### src/rtl/wau_pkg.sv
package wau_pkg;
   typedef enum logic [1:0] {
      ST_IDLE   = 2'd0,
      ST_FIRST  = 2'd1,
      ST_SECOND = 2'd2
   } wau_state_e;

   localparam int unsigned LANES = 2;
endpackage

### src/rtl/wau_ctrl.sv
module wau_ctrl
   import wau_pkg::*;
#(
   parameter int unsigned ADDR_W = 20,
   parameter int unsigned BYTE_W = 8,
   localparam int unsigned WORD_W = 2 * BYTE_W
) (
   input  logic              clk,
   input  logic              rst_n,
   input  logic              req_valid_i,
   input  logic              req_write_i,
   input  logic              req_size_i,
   input  logic [ADDR_W-1:0] req_addr_i,
   input  logic [WORD_W-1:0] req_wdata_i,
   input  logic              mem_ack_i,
   output wau_state_e        state_o,
   output logic [ADDR_W-1:0] addr_o,
   output logic              write_o,
   output logic              size_o,
   output logic [WORD_W-1:0] wdata_o,
   output logic              split_o,
   output logic              capture_o,
   output logic              finish_o,
   output logic              ready_o
);
   wau_state_e        state_q, state_d;
   logic [ADDR_W-1:0] addr_q;
   logic              write_q, size_q;
   logic [WORD_W-1:0] wdata_q;
   logic              accept, split;

   assign ready_o = (state_q == ST_IDLE);
   assign accept  = req_valid_i && ready_o;
   assign split   = size_q && addr_q[0];

   always_comb begin
      state_d = state_q;
      unique case (state_q)
         ST_IDLE:   if (accept) state_d = ST_FIRST;
         ST_FIRST:  if (mem_ack_i) state_d = split ? ST_SECOND : ST_IDLE;
         ST_SECOND: if (mem_ack_i) state_d = ST_IDLE;
         default:   state_d = ST_IDLE;
      endcase
   end

   always_ff @(posedge clk) begin
      if (!rst_n) begin
         state_q <= ST_IDLE;
         addr_q  <= '0;
         write_q <= 1'b0;
         size_q  <= 1'b0;
         wdata_q <= '0;
      end else begin
         state_q <= state_d;
         if (accept) begin
            addr_q  <= req_addr_i;
            write_q <= req_write_i;
            size_q  <= req_size_i;
            wdata_q <= req_wdata_i;
         end
      end
   end

   assign capture_o = (state_q == ST_FIRST) && mem_ack_i && split;
   assign finish_o  = mem_ack_i && (((state_q == ST_FIRST) && !split) ||
                                     (state_q == ST_SECOND));
   assign state_o   = state_q;
   assign addr_o    = addr_q;
   assign write_o   = write_q;
   assign size_o    = size_q;
   assign wdata_o   = wdata_q;
   assign split_o   = split;
endmodule

### src/rtl/wau_steer.sv
module wau_steer
   import wau_pkg::*;
#(
   parameter int unsigned ADDR_W = 20,
   parameter int unsigned BYTE_W = 8,
   localparam int unsigned WORD_W = 2 * BYTE_W
) (
   input  wau_state_e        state_i,
   input  logic [ADDR_W-1:0] addr_i,
   input  logic              write_i,
   input  logic              size_i,
   input  logic [WORD_W-1:0] wdata_i,
   output logic              mem_valid_o,
   output logic              mem_write_o,
   output logic [ADDR_W-2:0] mem_waddr_o,
   output logic [LANES-1:0]  mem_be_o,
   output logic [WORD_W-1:0] mem_wdata_o
);
   logic              second;
   logic [LANES-1:0]  be;
   logic [ADDR_W-2:0] word_base;

   assign second      = (state_i == ST_SECOND);
   assign word_base   = addr_i[ADDR_W-1:1];
   assign mem_valid_o = (state_i != ST_IDLE);
   assign mem_write_o = mem_valid_o && write_i;
   // modulo-2^(ADDR_W-1) increment gives the wrap for the second cycle
   assign mem_waddr_o = word_base + {{(ADDR_W-2){1'b0}}, second};

   always_comb begin
      if (state_i == ST_IDLE)   be = 2'b00;
      else if (!size_i)         be = addr_i[0] ? 2'b10 : 2'b01;
      else if (!addr_i[0])      be = 2'b11;
      else                      be = second ? 2'b01 : 2'b10;
   end
   assign mem_be_o = be;

   for (genvar l = 0; l < LANES; l++) begin : g_lane
      logic src_hi;
      always_comb begin
         if (size_i && !addr_i[0]) src_hi = (l == 1);
         else                      src_hi = size_i && second;
      end
      assign mem_wdata_o[l*BYTE_W +: BYTE_W] = (be[l] && write_i) ?
         (src_hi ? wdata_i[BYTE_W +: BYTE_W] : wdata_i[0 +: BYTE_W]) : '0;
   end
endmodule

### src/rtl/wau_assemble.sv
module wau_assemble #(
   parameter int unsigned BYTE_W = 8,
   localparam int unsigned WORD_W = 2 * BYTE_W
) (
   input  logic              clk,
   input  logic              rst_n,
   input  logic              capture_i,
   input  logic              finish_i,
   input  logic              write_i,
   input  logic              size_i,
   input  logic              split_i,
   input  logic              addr0_i,
   input  logic [WORD_W-1:0] mem_rdata_i,
   output logic [WORD_W-1:0] rdata_o,
   output logic              done_o
);
   logic [BYTE_W-1:0] low_q;
   logic [WORD_W-1:0] rdata_q, merged;
   logic              done_q;
   logic [BYTE_W-1:0] lane_lo, lane_hi;

   assign lane_lo = mem_rdata_i[0 +: BYTE_W];
   assign lane_hi = mem_rdata_i[BYTE_W +: BYTE_W];

   always_comb begin
      if (!size_i)      merged = {{BYTE_W{1'b0}}, (addr0_i ? lane_hi : lane_lo)};
      else if (split_i) merged = {lane_lo, low_q};
      else              merged = mem_rdata_i;
   end

   always_ff @(posedge clk) begin
      if (!rst_n) begin
         low_q   <= '0;
         rdata_q <= '0;
         done_q  <= 1'b0;
      end else begin
         done_q <= finish_i;
         if (capture_i) low_q <= lane_hi;
         if (finish_i && !write_i) rdata_q <= merged;
      end
   end

   assign rdata_o = rdata_q;
   assign done_o  = done_q;
endmodule

### src/rtl/word_access_unit.sv
module word_access_unit
   import wau_pkg::*;
#(
   parameter int unsigned ADDR_W = 20,
   parameter int unsigned BYTE_W = 8,
   localparam int unsigned WORD_W = 2 * BYTE_W
) (
   input  logic              clk,
   input  logic              rst_n,
   input  logic              req_valid,
   input  logic              req_write,
   input  logic              req_size,
   input  logic [ADDR_W-1:0] req_addr,
   input  logic [WORD_W-1:0] req_wdata,
   output logic              req_ready,
   output logic              done,
   output logic [WORD_W-1:0] rdata,
   output logic              mem_valid,
   output logic              mem_write,
   output logic [ADDR_W-2:0] mem_waddr,
   output logic [1:0]        mem_be,
   output logic [WORD_W-1:0] mem_wdata,
   input  logic              mem_ack,
   input  logic [WORD_W-1:0] mem_rdata
);
   if (ADDR_W < 2) begin : g_bad_addr
      $error("word_access_unit: ADDR_W must be at least 2");
   end
   if (BYTE_W < 1) begin : g_bad_byte
      $error("word_access_unit: BYTE_W must be at least 1");
   end

   wau_state_e        state;
   logic [ADDR_W-1:0] addr_q;
   logic              write_q, size_q, split, capture, finish;
   logic [WORD_W-1:0] wdata_q;

   wau_ctrl #(.ADDR_W(ADDR_W), .BYTE_W(BYTE_W)) u_ctrl (
      .clk         (clk),
      .rst_n       (rst_n),
      .req_valid_i (req_valid),
      .req_write_i (req_write),
      .req_size_i  (req_size),
      .req_addr_i  (req_addr),
      .req_wdata_i (req_wdata),
      .mem_ack_i   (mem_ack),
      .state_o     (state),
      .addr_o      (addr_q),
      .write_o     (write_q),
      .size_o      (size_q),
      .wdata_o     (wdata_q),
      .split_o     (split),
      .capture_o   (capture),
      .finish_o    (finish),
      .ready_o     (req_ready)
   );

   wau_steer #(.ADDR_W(ADDR_W), .BYTE_W(BYTE_W)) u_steer (
      .state_i     (state),
      .addr_i      (addr_q),
      .write_i     (write_q),
      .size_i      (size_q),
      .wdata_i     (wdata_q),
      .mem_valid_o (mem_valid),
      .mem_write_o (mem_write),
      .mem_waddr_o (mem_waddr),
      .mem_be_o    (mem_be),
      .mem_wdata_o (mem_wdata)
   );

   wau_assemble #(.BYTE_W(BYTE_W)) u_asm (
      .clk         (clk),
      .rst_n       (rst_n),
      .capture_i   (capture),
      .finish_i    (finish),
      .write_i     (write_q),
      .size_i      (size_q),
      .split_i     (split),
      .addr0_i     (addr_q[0]),
      .mem_rdata_i (mem_rdata),
      .rdata_o     (rdata),
      .done_o      (done)
   );
endmodule

### config.mk
export PLATFORM = sky130hd
export DESIGN_NAME = word_access_unit
export DESIGN_NICKNAME = d
export VERILOG_FILES = /design/src/rtl/wau_pkg.sv /design/src/rtl/wau_ctrl.sv /design/src/rtl/wau_steer.sv /design/src/rtl/wau_assemble.sv /design/src/rtl/word_access_unit.sv
export SDC_FILE = /design/constraint.sdc
export NUM_CORES = 1
export LEC_CHECK = 0
export ABC_AREA = 0
export BUFFER_PORTS_ARGS = -buffer_cell sky130_fd_sc_hd__buf_4
export CELL_PAD_IN_SITES_DETAIL_PLACEMENT = 1
export CELL_PAD_IN_SITES_GLOBAL_PLACEMENT = 1
export CORE_MARGIN = 1.5
export CORE_UTILIZATION = 39
export CTS_BUF_LIST = sky130_fd_sc_hd__clkbuf_4
export DETAILED_ROUTE_END_ITERATION = 10
export HOLD_SLACK_MARGIN = 0.08
export PLACE_DENSITY_LB_ADDON = 0.1
export SYNTH_ARGS = -nofsm -noshare
export SYNTH_HDL_FRONTEND = slang
export SYNTH_SLANG_ARGS = --single-unit
### constraint.sdc
create_clock -name clk -period 2.6 [get_ports clk]
set_clock_uncertainty 0.1 [all_clocks]
set_input_delay 0.13 -clock clk [delete_from_list [all_inputs] [get_ports clk]]
set_output_delay 0.13 -clock clk [all_outputs]
set_load 0.03 [all_outputs]
==> results.sh, run 1 <==
export IMPL_status="complete, no violations"
export IMPL_routed_wl_mm=11.15
export IMPL_crit_chain="nor2b_4, and2_1, ha_1, and4_1, nand4_1, xnor2_1, buf_4"
export IMPL_grt_max_degree=28
export IMPL_die_area_mm2=0.008809
export IMPL_cts_tree="yes"
export IMPL_cts_buffers_inserted=9
export IMPL_ys_top_cells_by_area="dfxtp_1, nand2_1, mux2i_1"
export IMPL_tns_ps=0
export IMPL_insertedDiodeCount=0
export IMPL_ys_seq_elements=65
export IMPL_h_tree_depth=3
export IMPL_worstPathRequired_ps=2370
export IMPL_critical_path_startpoint_type="register"
export IMPL_synth_most_common_cell="nand2_1"
export IMPL_p_switching_w=0.0006599
export IMPL_row_count=32
export IMPL_yosys_area_top_type_share_pct=40.42
export IMPL_synth_common_cells="nand2_1, dfxtp_1, a21oi_1"
export IMPL_antenna_found_initial=0
export IMPL_switching_share_pct=31.12
export IMPL_synth_distinct_cells=28
export IMPL_netlist_area_mm2=0.003219
export IMPL_clock_sinks=65
export IMPL_gp_congestion=0.8145
export IMPL_fmax_mhz=408.9
export IMPL_dpl_hpwl_mm=7.201
export IMPL_postSynthAreaPerCell_um2=7.739
export IMPL_io_pins=115
export IMPL_worstHoldPathType="in -> reg"
export IMPL_drtAntennaViolNets=0
export IMPL_core_mm2=0.007848
export IMPL_synthCells=416
export IMPL_chipHeight_um=93.86
export IMPL_clk_latency_ps=400
export IMPL_drive_above_1_share_pct=25.43
export IMPL_io_buffers=114
export IMPL_seqPwrFrac_pct=51.1
export IMPL_cap_viol_max_count=0
export IMPL_worst_pin_slew_ps=655.0
export IMPL_fillers=974
export IMPL_postCtsSetupRepairBufs=0
export IMPL_synth_seq_area_share_pct=40.42
export IMPL_worstSetupPathType="reg -> out"
export IMPL_grt_use_total_pct=25.80
export IMPL_placed_area_mm2=0.004148
export IMPL_crit_family="simple AND/OR/NAND/NOR gates"
export IMPL_hold_viol_final=0
export IMPL_post_route_cell_area_mm2=0.004832
export IMPL_wl_per_cell_um=16.20
export IMPL_critPathMaxFanout=7
export IMPL_overflow=0
export IMPL_cp_slowest_stage_delay_ps=400
export IMPL_drtPass1Iterations=5
export IMPL_synth_edf_count=0
export IMPL_async_flop_share_pct=0
export IMPL_grt_pass1_wl_mm=17.65
export IMPL_rsz0062_at_grt="false"
export IMPL_peakVddDrop_v=0.0002477
export IMPL_grt_pass1_vias=3737
export IMPL_p_per_area_mw_per_mm2=438.8
export IMPL_slew_headroom_pct=56.17
export IMPL_path_buf_inv=1
export IMPL_syn_nets=475
export IMPL_fp_dieW_um=93.86
export IMPL_pwr_share_clk_pct=25.8
export IMPL_cts_root_buffer="clkbuf_4"
export IMPL_crit_slowest_cell="dfxtp_2"
export IMPL_path_clk_slew_ps=110
export IMPL_num_vias=3523
export IMPL_period_needed_ps=2446
export IMPL_p_comb_share_pct=23.0
export IMPL_start_util_pct=41.02
export IMPL_internal_power_w=0.001461
export IMPL_drc=0
export IMPL_yosysTopAreaCell="dfxtp_1"
export IMPL_fin_crit_sh_pct=94.07
export IMPL_synth_warnings=0
export IMPL_setup_violations=0
export IMPL_maxSlewViolCount=0
export IMPL_cp_end_kind="primary output"
export IMPL_synth_top_flop_cell="dfxtp_1"
export IMPL_crit_arrival_ps=2220
export IMPL_fin_nets=640
export IMPL_p_leak_nw=2.075
export IMPL_clock_path_buffers=2
export IMPL_areaGrowthSynthToFinish_pct=50.10
export IMPL_drtIter0Drc=61
export IMPL_viasPerCell=5.121
[kinds of logic (layout without fill, tap and decap cells)]
kind of cell             count (synthesis)  after routing  synth area share (%)
AO/OA/AOI/OAI                           69             69                 11.23
XOR/XNOR                                18             18                 4.897
buffers and inverters                   30            200                 4.508
flip-flops                              65             65                 40.42
multiplexers                            40             40                 12.75
adder cells (fa/ha/maj)                  1              1                0.3886
AND/OR/NAND/NOR                        193            193                 25.81
[worst min-delay path: cells and delay by family]
| family | cells | cell delay, ps |
|---|---|---|
| simple gates | 2 | 140 |
| buf+inv | 2 | 300 |
| compound gates | 1 | 50 |
[worst paths after layout]
path              cells after the start  slack [ps]         startpoint           endpoint
setup / recovery                      7         150  u_ctrl.state_o[1]      mem_waddr[18]
hold / removal                        5         150          req_valid  u_ctrl.addr_o[12]
setup reg to reg                      5         490  u_ctrl.state_o[0]  u_asm.rdata_o[10]
hold reg to reg                       2         360   u_asm.rdata_o[7]   u_asm.rdata_o[7]
[through the flow]
step	total power (W)	setup slack (ps)	std cells	util [%]	hold WS, ps
floorplan	0.001339	371.9	416	-	146.5
global placement	0.001501	613.0	615	52.85	277.1
detailed placement	0.001514	547.0	615	52.85	288.1
CTS	0.002129	101.0	688	61.46	135.9
global route	0.002223	5.475	688	61.58	166.6
finish	0.002120	154.2	688	61.58	151.7
[area by class of cell]
cell class              instances  area [um2]  area share [%]
well taps                     102       127.6           2.641
repair buffers                182        1509           31.23
multi-input cells             321        1780           36.85
clock inverters                 7       37.54          0.7768
inverters                       2       7.507          0.1554
flip-flops and latches         65        1303           26.95
clock buffers                   9       67.56           1.398
[flip-flops by register name, indices dropped and copies added (netlist names)]
register and count:
u_ctrl.addr_o 20, u_ctrl.state_o 2, u_asm.low_q 8, u_asm.rdata_o 16, u_ctrl.size_o 1, u_ctrl.wdata_o 16
u_asm.done_o 1, u_ctrl.write_o 1
[repair_timing]
action,in CTS,in global routing
resized for setup,0,3
hold endpoints to repair,65,0
hold buffers,57,0
endpoints found under the setup margin,0,6
[cell usage in the layout, fill, tap and decap left out, types with 2 or more instances in the layout]
| cell | netlist | layout |
|---|---|---|
| dfxtp_1 | 65 | 64 |
| and4_1 | 3 | 3 |
| nand2_1 | 125 | 125 |
| xor2_1 | 2 | 2 |
| clkbuf_4 | 0 | 9 |
| nor2_1 | 28 | 28 |
| buf_4 | 0 | 125 |
| clkinvlp_4 | 0 | 2 |
| nand4_1 | 14 | 14 |
| o21ai_1 | 8 | 8 |
| dlygate4sd3_1 | 0 | 57 |
| a21oi_1 | 55 | 55 |
| mux2_2 | 8 | 8 |
| nor2b_1 | 4 | 3 |
| clkinv_2 | 0 | 3 |
| and3_1 | 6 | 6 |
| mux2i_1 | 32 | 32 |
| inv_1 | 2 | 2 |
| xnor2_1 | 16 | 16 |
| nand3_1 | 4 | 4 |
| clkinv_1 | 0 | 2 |
| and2_1 | 5 | 5 |
| nand2b_1 | 3 | 3 |
[metal layers]
metal	GRT usage (%)	part of all wire, %	vias to the layer above
met2	46.14	52	88
met3	4.693	3.8	14
met5	0	0	-
li1	-	-	1720
met4	9.328	1.6	0
met1	30.64	43	1701
[power by group through the flow]
| stage | sequential [W] | clock (W) | combinational [W] |
|---|---|---|---|
| 3_3_place_gp | 0.00110 | 0 | 0.000399 |
| 4_1_cts | 0.00108 | 0.000567 | 0.000480 |
| 6_report | 0.00108 | 0.000548 | 0.000488 |
| 3_5_place_dp | 0.00111 | 0 | 0.000409 |
| 5_1_grt | 0.00109 | 0.000605 | 0.000527 |
| 2_1_floorplan | 0.00111 | 0 | 0.000231 |
Note: power is estimated with default switching activity, not from simulation.
==> run 2: changes to the inputs <==
--- a/config.mk
+++ b/config.mk
@@ -15,6 +15,8 @@
 export DETAILED_ROUTE_END_ITERATION = 10
 export HOLD_SLACK_MARGIN = 0.08
 export PLACE_DENSITY_LB_ADDON = 0.1
+export REMOVE_ABC_BUFFERS = 1
+export SLEW_MARGIN = 20
 export SYNTH_ARGS = -nofsm -noshare
 export SYNTH_HDL_FRONTEND = slang
 export SYNTH_SLANG_ARGS = --single-unit
==> constraint.sdc (replaced) <==
create_clock -name clk -period 2.6 [get_ports clk]
set_clock_uncertainty 0.1 [all_clocks]
set_input_delay 0.52 -clock clk [delete_from_list [all_inputs] [get_ports clk]]
set_output_delay 0.52 -clock clk [all_outputs]
set_load 0.03 [all_outputs]
==> run 2 against run 1 <==
Effect of this change: maximum frequency shrank 3.9%; global-route usage shrank 4.2 points; combinational power shrank 17%; clock power grew 6.2%; cell count shrank 8.3%; worst setup slack lost 98 ps.
==> results.sh, run 2 (same netlist as run 1, synthesis figures left out) <==
export IMPL_worstPathRequired_ps=1980
export IMPL_chipHeight_um=93.86
export IMPL_critPathMaxFanout=8
export IMPL_critical_path_startpoint_type="register"
export IMPL_p_leak_nw=1.831
export IMPL_h_tree_depth=3
export IMPL_utilization_pct=54.96
export IMPL_crit_slowest_cell="dfxtp_4"
export IMPL_drive_above_1_share_pct=30.81
export IMPL_grt_use_total_pct=21.56
export IMPL_path_depth=6
export IMPL_cts_buffers_inserted=9
export IMPL_dpl_hpwl_mm=6.796
export IMPL_period_needed_ps=2544
export IMPL_rsz0062_at_grt="true"
export IMPL_pre_cts_ws_ps=275.3
export IMPL_slew_headroom_pct=52.04
export IMPL_crit_chain="buf_4, nor2_1, a21oi_1, nand2_1, nor2_1, buf_4"
export IMPL_grt_pass1_vias=3174
export IMPL_clock_path_buffers=2
export IMPL_tns_ps=0
export IMPL_grt_pass1_wl_mm=14.81
export IMPL_largest_reg_flops=20
export IMPL_io_buffers=114
export IMPL_peakVddDrop_v=0.0002226
export IMPL_setup_violations=0
export IMPL_drtAntennaViolNets=0
export IMPL_path_clk_slew_ps=110
export IMPL_drc=0
export IMPL_maxSlewViolCount=0
export IMPL_setup_slack_ps=55.68
export IMPL_overflow=0
export IMPL_path_buf_inv=2
export IMPL_worstSetupPathType="reg -> out"
export IMPL_routed_wl_mm=9.399
export IMPL_worst_r2r_path_depth=6
export IMPL_worst_pin_slew_ps=717.9
export IMPL_worstHoldPathCells=3
export IMPL_worstHoldPathType="in -> reg"
export IMPL_cp_end_kind="primary output"
export IMPL_crit_family="simple AND/OR/NAND/NOR gates"
export IMPL_areaGrowthSynthToFinish_pct=33.97
export IMPL_die_area_mm2=0.008809
export IMPL_insertedDiodeCount=0
export IMPL_fp_dieW_um=93.86
export IMPL_antenna_found_initial=0
export IMPL_final_common_cell="buf_4"
export IMPL_cts_tree="yes"
export IMPL_core_mm2=0.007848
export IMPL_crit_arrival_ps=1920
export IMPL_final_cell_mix="buf_4, nand2_1, dfxtp_1, a21oi_1, mux2i_1"
export IMPL_p_per_area_mw_per_mm2=479.7
export IMPL_cap_viol_max_count=0
export IMPL_cp_slowest_stage_delay_ps=360
export IMPL_cts_root_buffer="clkbuf_4"
export IMPL_io_pins=115
export IMPL_num_vias=3239
export IMPL_drtPass1Iterations=4
export IMPL_grt_max_degree=36
export IMPL_wl_per_cell_um=14.90
export IMPL_fmax_mhz=393.0
export IMPL_clk_latency_ps=430
export IMPL_hold_viol_final=0
export IMPL_row_count=32
export IMPL_fin_crit_sh_pct=97.86
export IMPL_clock_sinks=65
export IMPL_status="complete, no violations"
export IMPL_fin_nets=583
export IMPL_start_util_pct=41.02
export IMPL_drtIter0Drc=108
export IMPL_viasPerCell=5.133
export IMPL_gp_congestion=0.7927
==> run 2: cell types whose count changed in the layout (fill, tap and decap cells not counted), moves of 2 or more <==
cell / change
and4_1: -3
and3_1: -2
and4_4: +2
dfxtp_1: -3
dlygate4sd3_1: -57
clkinv_2: -2
dfxtp_4: +2
==> run 2: worst paths after layout <==
path / slack [ps] / endpoint / startpoint
hold reg to reg: 360 / u_asm.rdata_o[1] / u_asm.rdata_o[1]
hold / removal: 230 / u_ctrl.addr_o[10] / req_addr[10]
setup / recovery: 60 / mem_wdata[6] / u_ctrl.state_o[1]
setup reg to reg: 690 / u_ctrl.addr_o[7] / u_ctrl.state_o[1]
==> run 2: metal layers <==
metal / global-route usage [%] / routed length (um) / vias to the layer above
met3: 3.560 / 423 / 13
met5: 0 / 0 / -
met2: 36.96 / 4580 / 82
met4: 8.831 / 147 / 0
li1: - / - / 1611
met1: 26.72 / 4248 / 1533
==> run 2: cell type report <==
type	count	area (um2)
inverter	2	7.507
timing repair buffer	125	938.4
tap	102	127.6
fill	1019	3535
clock inverter	6	35.03
sequential	65	1311
clock buffer	10	75.07
multi-input combinational	321	1818
==> run 2: metrics by stage <==
stage	hold WS (ps)	total power, W	instances	cell area, um2
2_1_floorplan	348.7	0.001316	388	3082
3_3_place_gp	338.9	0.001497	613	4133
3_5_place_dp	348.6	0.001509	613	4133
4_1_cts	217.4	0.002085	629	4278
5_1_grt	227.7	0.002165	631	4313
6_report	228.2	0.002069	631	4313
==> run 2: what timing repair did <==
action,CTS,global route
pin swaps,1,3
hold buffers,0,0
gates cloned,0,0
buffers inserted,0,2
endpoints found under the setup margin,7,20
gates resized for setup,10,10
==> run 2: worst register-to-register path: stages, from the launching register on <==
cell and delay (ps):
dfxtp_4 360, buf_4 140, nor2_1 340, and2_1 250
buf_4 370, nand2_1 120, a21oi_1 160
==> run 2: power breakdown <==
part	internal, W	total, W	switching (W)
sequential	0.00104	0.00108	0.0000445
combinational	0.000176	0.000403	0.000227
clock	0.000199	0.000582	0.000383
==> run 3: changes to the inputs <==
--- a/config.mk
+++ b/config.mk
@@ -7,7 +7,7 @@
 export LEC_CHECK = 0
 export ABC_AREA = 0
 export BUFFER_PORTS_ARGS = -buffer_cell sky130_fd_sc_hd__buf_4
-export CELL_PAD_IN_SITES_DETAIL_PLACEMENT = 1
+export CELL_PAD_IN_SITES_DETAIL_PLACEMENT = 0
 export CELL_PAD_IN_SITES_GLOBAL_PLACEMENT = 1
 export CORE_MARGIN = 1.5
 export CORE_UTILIZATION = 39
==> run 3 against run 2 <==
Effect of this change: cell area decreased by 0.17%; maximum frequency increased by 0.39%; non-clock buffer count increased by 1; register-to-register slack improved by 40 ps; count of clock-buffer cells in the layout increased by 1; die area unchanged; worst hold slack improved by 18 ps; worst setup slack improved by 10 ps; sequential cell count unchanged; routed wire length decreased by 11%; cell count unchanged; critical path type unchanged.
==> results.sh, run 3 (same netlist as run 1, synthesis figures left out) <==
export IMPL_gr_usage_met2_pct=32.07
export IMPL_routed_wl_mm=8.403
export IMPL_drive_above_1_share_pct=30.25
export IMPL_drtIter0Drc=123
export IMPL_gp_congestion=0.7927
export IMPL_critPathLaunch="u_ctrl.state_o[1]"
export IMPL_fp_dieW_um=93.86
export IMPL_areaGrowthSynthToFinish_pct=33.73
export IMPL_top_usage_layer="met2"
export IMPL_largest_reg_flops=20
export IMPL_p_per_area_mw_per_mm2=471.7
export IMPL_worstHoldPathCells=3
export IMPL_cts_hold_buffers_added=0
export IMPL_final_cell_mix="nand2_1, buf_4, dfxtp_1, a21oi_1, mux2i_1"
export IMPL_worst_pin_slew_ps=684.8
export IMPL_hold_ws_ps=246.3
export IMPL_grt_max_degree=36
export IMPL_cts_buffers_inserted=9
export IMPL_cts_root_buffer="clkbuf_4"
export IMPL_chipHeight_um=93.86
export IMPL_core_mm2=0.007848
export IMPL_grt_use_total_pct=19.45
export IMPL_worstHoldPathType="in -> reg"
export IMPL_hold_viol_final=0
export IMPL_num_vias=3132
export IMPL_setup_slack_ps=65.68
export IMPL_dpl_hpwl_mm=5.921
export IMPL_drc=0
export IMPL_maxSlewViolCount=0
export IMPL_clock_path_buffers=2
export IMPL_crit_chain="nor2b_4, and2_4, ha_4, and4_4, nand4_1, xnor2_1, buf_4"
export IMPL_row_count=32
export IMPL_grt_use_met1_pct=25.40
export IMPL_antenna_found_initial=0
export IMPL_die_area_mm2=0.008809
export IMPL_worstSetupPathType="reg -> out"
export IMPL_io_pins=115
export IMPL_min_from="req_addr[8]"
export IMPL_critPathMaxFanout=6
export IMPL_grt_pass1_vias=2927
export IMPL_crit_family="simple AND/OR/NAND/NOR gates"
export IMPL_slew_headroom_pct=54.26
export IMPL_period_needed_ps=2534
export IMPL_overflow=0
export IMPL_worstPathRequired_ps=1980
export IMPL_cp_slowest_stage_delay_ps=380
export IMPL_cap_viol_max_count=0
export IMPL_path_clk_slew_ps=110
export IMPL_min_to="u_ctrl.addr_o[8]"
export IMPL_drtPass1Iterations=4
export IMPL_drtAntennaViolNets=0
export IMPL_use_met3_pct=3.641
export IMPL_fmax_mhz=394.6
export IMPL_p_leak_nw=1.842
export IMPL_rsz0062_at_grt="true"
export IMPL_peakVddDrop_v=0.0001965
export IMPL_insertedDiodeCount=0
export IMPL_crit_arrival_ps=1910
export IMPL_crit_slowest_cell="dfxtp_4"
export IMPL_pre_cts_ws_ps=244.5
export IMPL_setup_violations=0
export IMPL_wl_per_cell_um=13.32
export IMPL_path_buf_inv=1
export IMPL_io_buffers=114
export IMPL_viasPerCell=4.964
export IMPL_grt_pass1_wl_mm=13.54
export IMPL_clk_latency_ps=390
export IMPL_reg2reg_from="u_ctrl.state_o[1]"
export IMPL_critical_path_startpoint_type="register"
export IMPL_status="complete, no violations"
export IMPL_fin_nets=584
export IMPL_r2r_slack_ps=730
export IMPL_clock_sinks=65
export IMPL_h_tree_depth=3
export IMPL_start_util_pct=41.02
export IMPL_timing_rr_end="u_asm.rdata_o[13]"
export IMPL_fin_crit_sh_pct=97.47
export IMPL_cp_end_kind="primary output"
export IMPL_cts_tree="yes"
export IMPL_worst_r2r_path_depth=7
==> run 3: cell types whose count changed in the layout (fill, tap and decap cells not counted), sizes merged <==
cell / before / now
clkinvlp: 3 / 1
buf: 125 / 126
clkbuf: 10 / 11
==> run 3: worst max-delay path by stage <==
stage / endpoint / cells past startpoint
final: mem_waddr[16] / 7
after global routing: mem_waddr[16] / 7
after CTS: mem_waddr[18] / 7
after detailed placement: mem_waddr[8] / 7
after global placement: mem_waddr[8] / 7
after floorplan: mem_wdata[10] / 3
==> run 3: layout make-up <==
| type | instances | area, um2 |
|---|---|---|
| fillers | 823 | 3542 |
| multi-input cells | 321 | 1808 |
| flip-flops and latches | 65 | 1309 |
| repair buffers | 126 | 949.7 |
| well taps | 102 | 127.6 |
| clock buffers | 11 | 82.58 |
| clock inverters | 4 | 21.27 |
| inverters | 2 | 7.507 |
==> run 3: through the flow <==
stage | setup TNS (ps) | total power (W) | util [%] | instances | area, um2
finish | 0 | 0.002031 | 54.86 | 631 | 4305
global route | -50.19 | 0.002139 | 54.86 | 631 | 4305
CTS | 0 | 0.002054 | 54.37 | 628 | 4267
detailed placement | 0 | 0.001502 | 52.66 | 613 | 4133
global placement | 0 | 0.001497 | 52.66 | 613 | 4133
floorplan | -2874 | 0.001316 | - | 388 | 3082
==> run 3: repair_timing <==
action	CTS	global route
pin swaps	0	1
endpoints found under the setup margin	7	16
setup buffers	0	3
gates resized for setup	10	7
==> run 3: tightest hold or removal path: cells and delay by family <==
kind	cells	cell delay [ps]
AND/OR/NAND/NOR	1	40
buffers and inverters	1	110
AO/OA/AOI/OAI	1	50
==> run 3: power breakdown <==
group / internal, W / switching, W / leakage (nW) / total, W
sequential: 0.00104 / 0.0000426 / 0.532 / 0.00108
combinational: 0.000176 / 0.000220 / 1.25 / 0.000396
clock: 0.000207 / 0.000346 / 0.0601 / 0.000553
total: 0.00142 / 0.000608 / 1.84 / 0.00203
==> run 3: routing by layer <==
layer | wire length, um | share of wire, %
met5 | 0 | 0
met4 | 110 | 1.3
met3 | 454 | 5.4
met2 | 3884 | 46
met1 | 3954 | 47
